## src/rtl/strip_pkg.sv

```systemverilog
package strip_pkg;
   typedef enum logic [0:0] {
      ST_IDLE = 1'b0,
      ST_WAIT = 1'b1
   } strip_state_e;
endpackage

```

## src/rtl/strip_first_len.sv

```systemverilog
// Computes the length of the leading piece: the remainder, or a full
// piece when the remainder is zero. Flags an empty request.
module strip_first_len #(
   parameter int MAX_VL = 64,
   parameter int LEN_W  = 16,
   parameter int VL_W   = 7
) (
   input  logic [LEN_W-1:0] len_i,
   output logic [VL_W-1:0]  first_len_o,
   output logic             empty_o
);
   localparam int              LOG_MVL = $clog2(MAX_VL);
   localparam bit              IS_POW2 = ((1 << LOG_MVL) == MAX_VL);
   localparam logic [VL_W-1:0] MVL_V   = VL_W'(MAX_VL);

   logic [VL_W-1:0] rem_v;

   generate
      if (IS_POW2) begin : g_mask
         // power-of-two piece size: remainder is the low bits
         assign rem_v = VL_W'(len_i[LOG_MVL-1:0]);
      end else begin : g_mod
         logic [LEN_W-1:0] rem_full;
         assign rem_full = len_i % LEN_W'(MAX_VL);
         assign rem_v    = VL_W'(rem_full);
      end
   endgenerate

   assign first_len_o = (rem_v == '0) ? MVL_V : rem_v;
   assign empty_o     = (len_i == '0);
endmodule

```

## src/rtl/strip_seq_fsm.sv

```systemverilog
// Sequencing core: tracks elements left after the current piece and
// produces the load/finish strobes.
module strip_seq_fsm
   import strip_pkg::*;
#(
   parameter int MAX_VL = 64,
   parameter int LEN_W  = 16,
   parameter int VL_W   = 7
) (
   input  logic             clk,
   input  logic             rst_n,
   input  logic             start_i,
   input  logic [LEN_W-1:0] len_i,
   input  logic [VL_W-1:0]  first_len_i,
   input  logic             empty_i,
   input  logic             chunk_done_i,
   output logic             load_first_o,
   output logic             load_next_o,
   output logic             finish_o,
   output logic             busy_o
);
   localparam logic [LEN_W-1:0] MVL_L = LEN_W'(MAX_VL);

   strip_state_e     state_q;
   logic [LEN_W-1:0] left_q;
   logic             idle_start;
   logic             ack;

   assign idle_start   = (state_q == ST_IDLE) && start_i;
   assign ack          = (state_q == ST_WAIT) && chunk_done_i;
   assign load_first_o = idle_start && !empty_i;
   assign load_next_o  = ack && (left_q != '0);
   assign finish_o     = (idle_start && empty_i) || (ack && (left_q == '0));
   assign busy_o       = (state_q == ST_WAIT);

   always_ff @(posedge clk or negedge rst_n) begin
      if (!rst_n) begin
         state_q <= ST_IDLE;
         left_q  <= '0;
      end else begin
         if (load_first_o) begin
            state_q <= ST_WAIT;
            left_q  <= len_i - LEN_W'(first_len_i);
         end else if (load_next_o) begin
            left_q  <= left_q - MVL_L;
         end else if (ack) begin
            state_q <= ST_IDLE;
         end
      end
   end
endmodule

```

## src/rtl/strip_vl_reg.sv

```systemverilog
// Output registers: vector length, offset, valid and done pulses.
module strip_vl_reg #(
   parameter int MAX_VL = 64,
   parameter int LEN_W  = 16,
   parameter int VL_W   = 7
) (
   input  logic             clk,
   input  logic             rst_n,
   input  logic             load_first_i,
   input  logic             load_next_i,
   input  logic             finish_i,
   input  logic [VL_W-1:0]  first_len_i,
   output logic [VL_W-1:0]  vlen_o,
   output logic [LEN_W-1:0] offset_o,
   output logic             valid_o,
   output logic             done_o
);
   localparam logic [VL_W-1:0] MVL_V = VL_W'(MAX_VL);

   always_ff @(posedge clk or negedge rst_n) begin
      if (!rst_n) begin
         vlen_o   <= '0;
         offset_o <= '0;
         valid_o  <= 1'b0;
         done_o   <= 1'b0;
      end else begin
         valid_o <= load_first_i || load_next_i;
         done_o  <= finish_i;
         if (load_first_i) begin
            vlen_o   <= first_len_i;
            offset_o <= '0;
         end else if (load_next_i) begin
            vlen_o   <= MVL_V;
            offset_o <= offset_o + LEN_W'(vlen_o);
         end
      end
   end
endmodule

```

## src/rtl/strip_len_ctrl.sv

```systemverilog
module strip_len_ctrl #(
   parameter int MAX_VL = 64,
   parameter int LEN_W  = 16,
   parameter int VL_W   = $clog2(MAX_VL + 1)
) (
   input  logic             clk,
   input  logic             rst_n,
   input  logic             start_i,
   input  logic [LEN_W-1:0] total_len_i,
   input  logic             chunk_done_i,
   output logic             chunk_valid_o,
   output logic [VL_W-1:0]  vlen_o,
   output logic [LEN_W-1:0] offset_o,
   output logic             busy_o,
   output logic             done_o
);
   generate
      if (MAX_VL < 2) begin : g_bad_mvl
         $error("strip_len_ctrl: MAX_VL must be at least 2");
      end
      if (VL_W < $clog2(MAX_VL + 1)) begin : g_bad_vlw
         $error("strip_len_ctrl: VL_W too narrow for MAX_VL");
      end
      if (LEN_W < VL_W) begin : g_bad_lenw
         $error("strip_len_ctrl: LEN_W must be at least VL_W");
      end
   endgenerate

   logic [VL_W-1:0] first_len;
   logic            empty;
   logic            load_first;
   logic            load_next;
   logic            finish;

   strip_first_len #(.MAX_VL(MAX_VL), .LEN_W(LEN_W), .VL_W(VL_W)) u_first (
      .len_i       (total_len_i),
      .first_len_o (first_len),
      .empty_o     (empty)
   );

   strip_seq_fsm #(.MAX_VL(MAX_VL), .LEN_W(LEN_W), .VL_W(VL_W)) u_fsm (
      .clk          (clk),
      .rst_n        (rst_n),
      .start_i      (start_i),
      .len_i        (total_len_i),
      .first_len_i  (first_len),
      .empty_i      (empty),
      .chunk_done_i (chunk_done_i),
      .load_first_o (load_first),
      .load_next_o  (load_next),
      .finish_o     (finish),
      .busy_o       (busy_o)
   );

   strip_vl_reg #(.MAX_VL(MAX_VL), .LEN_W(LEN_W), .VL_W(VL_W)) u_regs (
      .clk          (clk),
      .rst_n        (rst_n),
      .load_first_i (load_first),
      .load_next_i  (load_next),
      .finish_i     (finish),
      .first_len_i  (first_len),
      .vlen_o       (vlen_o),
      .offset_o     (offset_o),
      .valid_o      (chunk_valid_o),
      .done_o       (done_o)
   );
endmodule

```

## config.mk

```make
export PLATFORM = sky130hd
export DESIGN_NAME = strip_len_ctrl
export DESIGN_NICKNAME = d
export VERILOG_FILES = /design/src/rtl/strip_pkg.sv /design/src/rtl/strip_first_len.sv /design/src/rtl/strip_seq_fsm.sv /design/src/rtl/strip_vl_reg.sv /design/src/rtl/strip_len_ctrl.sv
export SDC_FILE = /design/constraint.sdc
export NUM_CORES = 1
export LEC_CHECK = 0
export BUFFER_PORTS_ARGS = -buffer_cell sky130_fd_sc_hd__buf_2
export CAP_MARGIN = 20
export CORE_UTILIZATION = 50
export DETAILED_ROUTE_END_ITERATION = 10
export PLACE_DENSITY = 0.69
export SETUP_SLACK_MARGIN = 0.4
export SLEW_MARGIN = 20
export SYNTH_ARGS = -nofsm -noshare
export SYNTH_HDL_FRONTEND = slang
export SYNTH_SLANG_ARGS = --single-unit
```

## constraint.sdc

```tcl
create_clock -name clk -period 6.5 [get_ports clk]
set_input_delay 1.3 -clock clk [delete_from_list [all_inputs] [get_ports clk]]
set_output_delay 1.3 -clock clk [all_outputs]
set_load 0.01 [all_outputs]
```

==> out/results.tsv <==
stage	metric	value	unit
grt	grt met1 use	28.7	%
floorplan	chip width	72.6	um
clock_tree	Clock Tree Buf Depth	2	
min_path	hold endpoint	u_fsm.left_q[3]$_DFFE_PN0P_	
final_layout	synth-to-layout area growth	14.4	%
final_layout	nets@finish	346	
synthesis	Mapped Area	0.00249	mm^2
floorplan	initial core utilization	52.4	%
sta	Final Critical Period	3.36	ns
sta	endpoints failing setup	0	
clock_tree	CTS root buf	clkbuf_8	
critical_path	reg2reg path depth	7	
synthesis	sequential area share after synthesis	42.2	%
route	total routed wirelength	5550	um
job	max-capacitance violation count	0	
critical_path	critical path, cell by cell	buf_2, nor4_1, nand2_1, ha_1, or3_1, nor4_1, xnor2_1, nand2_1, o211a_1	
route	Pre-antenna DRT Iters	4	
final_layout	most frequent cells in the layout	buf_2, dfrtp_1, nand2_1	
critical_path	Worst path depth	9	
route	Vias/cell	5.62	
grt	vias in the first global route	1989	
synthesis	Post-synth ARST share	100	%
final_layout	antenna cell count	0	
synthesis	Seq cells post-synth	42	
critical_path	RR Endpoint	u_fsm.left_q[12]$_DFFE_PN0P_	
synthesis	yosys warns	0	
grt	GRT Util Overall	22.4	%
min_path	min-delay worst type	reg2reg	
route	Final ANT Viol Nets	0	
critical_path	reg-to-reg startpoint	u_fsm.left_q[6]$_DFFE_PN0P_	
placed_design	IO Port Bufs	45	
route	Vias	2142	
sta	pins over their slew limit	0	
grt	GRT overflow	0	
critical_path	Largest stage delay, worst path	0.47	ns
route	drt wl/cell	14.6	um
sta	final hold vios	0	
final_layout	final std cells w/o fill	381	
clock_tree	CTS tree	done	
synthesis	Cells after Synth	269	
clock_tree	postcts setup bufs	0	
synthesis	dominant synthesized flop cell	dfrtp_1	
min_path	worst hold stages	1	
final_layout	commonest non-fill, non-tap cell in the layout	buf_2	
clock_tree	Clk Latency, worst-skew pair	0.30	ns
clock_tree	CTS buffer count	5	
sta	worst rel slew slack	37.8	%
critical_path	critical path launch point	total_len_i[5]	
floorplan	core area	0.00475	mm^2
floorplan	Die Ht	72.6	um
route	DR iter-0 viols	115	
placed_design	DP Wirelength	3960	um
critical_path	Startpoint Class	input pin	
synthesis	average cell area after synthesis	9.26	um^2
clock_tree	# hold bufs at CTS	0	
sta	Setup TNS	0	ns
min_path	min-delay src	u_fsm.left_q[3]$_DFFE_PN0P_	
critical_path	Crit Path Max Fanout	5	
critical_path	Crit. End Element	flip-flop	
status	outcome	complete, no violations	
sta	Fmax achieved	298	MHz
clock_tree	clk slew on worst S/H paths	0.08	ns
grt	grt met3 use	3.87	%
route	DR DRC count	0	
grt	initial antenna violation count	0	
sta	Fin Clk Skew	0.00835	ns
critical_path	flop2flop setup slack	3.73	ns
floorplan	I/O pins	46	
critical_path	Crit path max-delay family	simple AND/OR/NAND/NOR gates	
final_layout	layout cells sized above 1	19.7	%
grt	gr busiest metal	met2	
sta	Hold Slack	0.491	ns
placed_design	Inst Count DP	373	
placed_design	GPL Wtd Cong	0.763	
synthesis	number of enable flip-flop cells after synthesis	0	
critical_path	Worst EP arrival	3.54	ns
sta	RSZ-0062 raised after global routing	false	
clock_tree	post-CTS sizing	0	
critical_path	critical path data required time	6.68	ns
synthesis	Netlist cell types	50	
critical_path	WP buf/inv	1	
grt	met2 usage	38.0	%
critical_path	critical path class	in2reg	
critical_path	slowest stage cell, crit path	or3_1	
clock_tree	clk sinks	42	
power	leakage power	1.29	nW
sta	Least-Margin Pin Slew	0.932	ns
clock_tree	H-tree Lvls	2	
power	PwrDens	331	mW/mm^2
final_layout	post-layout util	59.9	%
grt	largest net degree at the start of global routing	43	
floorplan	die area	0.00527	mm^2
floorplan	# rows	25	
power	IR drop worst, VDD	0.000132	V
sta	Period Utilization, post-route	51.7	%
grt	first-pass GRT wire length	9100	um
-- how the worst max path moves through the flow --
stage,to,slack (ns)
finish,u_fsm.left_q[11]$_DFFE_PN0P_,3.14
global route,u_fsm.left_q[11]$_DFFE_PN0P_,2.93
CTS,u_fsm.left_q[12]$_DFFE_PN0P_,2.84
detailed placement,u_fsm.left_q[12]$_DFFE_PN0P_,2.52
global placement,u_fsm.left_q[12]$_DFFE_PN0P_,2.57
floorplan,u_fsm.left_q[11]$_DFFE_PN0P_,3.35
-- state kept, by name, summed over array words and instances (netlist names) --
| register | count |
|---|---|
| u_fsm.left_q | 16 |
| u_regs.offset_o | 16 |
| u_regs.done_o | 1 |
| u_regs.valid_o | 1 |
| u_regs.vlen_o | 7 |
| u_fsm.busy_o | 1 |
-- kinds of logic after synthesis --
kind of cell | Yosys count | synth area share (%)
and+or+nand+nor | 116 | 24.5
AOI/OAI and AO/OA | 62 | 16.4
DFF | 42 | 42.2
buffers and inverters | 17 | 3.67
xor gates and xnor gates | 14 | 4.92
adders and majority gates | 13 | 6.83
muxes | 3 | 1.21
other | 2 | 0.301
-- power by group --
part	internal [W]	switching [W]	total [W]
clock	0.0000858	0.0000918	0.000178
combinational	0.000151	0.000203	0.000354
sequential	0.000337	0.0000730	0.000410
total	0.000575	0.000368	0.000942
-- cell type report --
cell class	count	area, um^2
clock buffer	7	86.3
timing repair buffer	45	225
tap	67	83.8
fill	428	1910
inverter	7	26.3
clock inverter	1	5.00
multi-input combinational	212	1370
sequential	42	1050
-- metal layers --
layer	part of all wire, %	vias up
met5	0	-
met2	47	59
met1	47	998
met4	1.8	0
met3	3.7	9
li1	-	1076
-- synth_stat cells (all sizes together) (4+ instances only) --
cell type,instances,share of area [%]
o21ai,15,3.2
buf,8,2.3
nand3,23,4.8
or3,6,1.5
nand2,37,5.8
or4,11,3.6
nor3,4,0.80
ha,12,6.0
nor4,4,1.0
and2,4,1.0
xor2,8,2.8
o31ai,8,2.4
dfrtp,42,42
o211ai,4,1.2
a21oi,15,3.0
inv,7,1.1
nor2,16,2.4
xnor2,6,2.1
-- worst reg2reg max path, stage by stage, from the launching register on --
cell	delay, ns
dfrtp_1	0.42
inv_1	0.11
ha_1	0.17
or4b_1	0.52
or4b_4	0.56
nand2_2	0.44
mux2i_1	0.16
o221a_1	0.28
-- per-stage QoR --
step | cell area [um^2] | power (W) | worst slack, ns
after floorplan | 2500 | 0.000651 | 3.35
after global placement | 2740 | 0.000747 | 2.57
after detailed placement | 2740 | 0.000762 | 2.52
after CTS | 2830 | 0.000938 | 2.84
after global routing | 2850 | 0.00101 | 2.93
final | 2850 | 0.000942 | 3.14
Power figures use the tool's default switching activity.
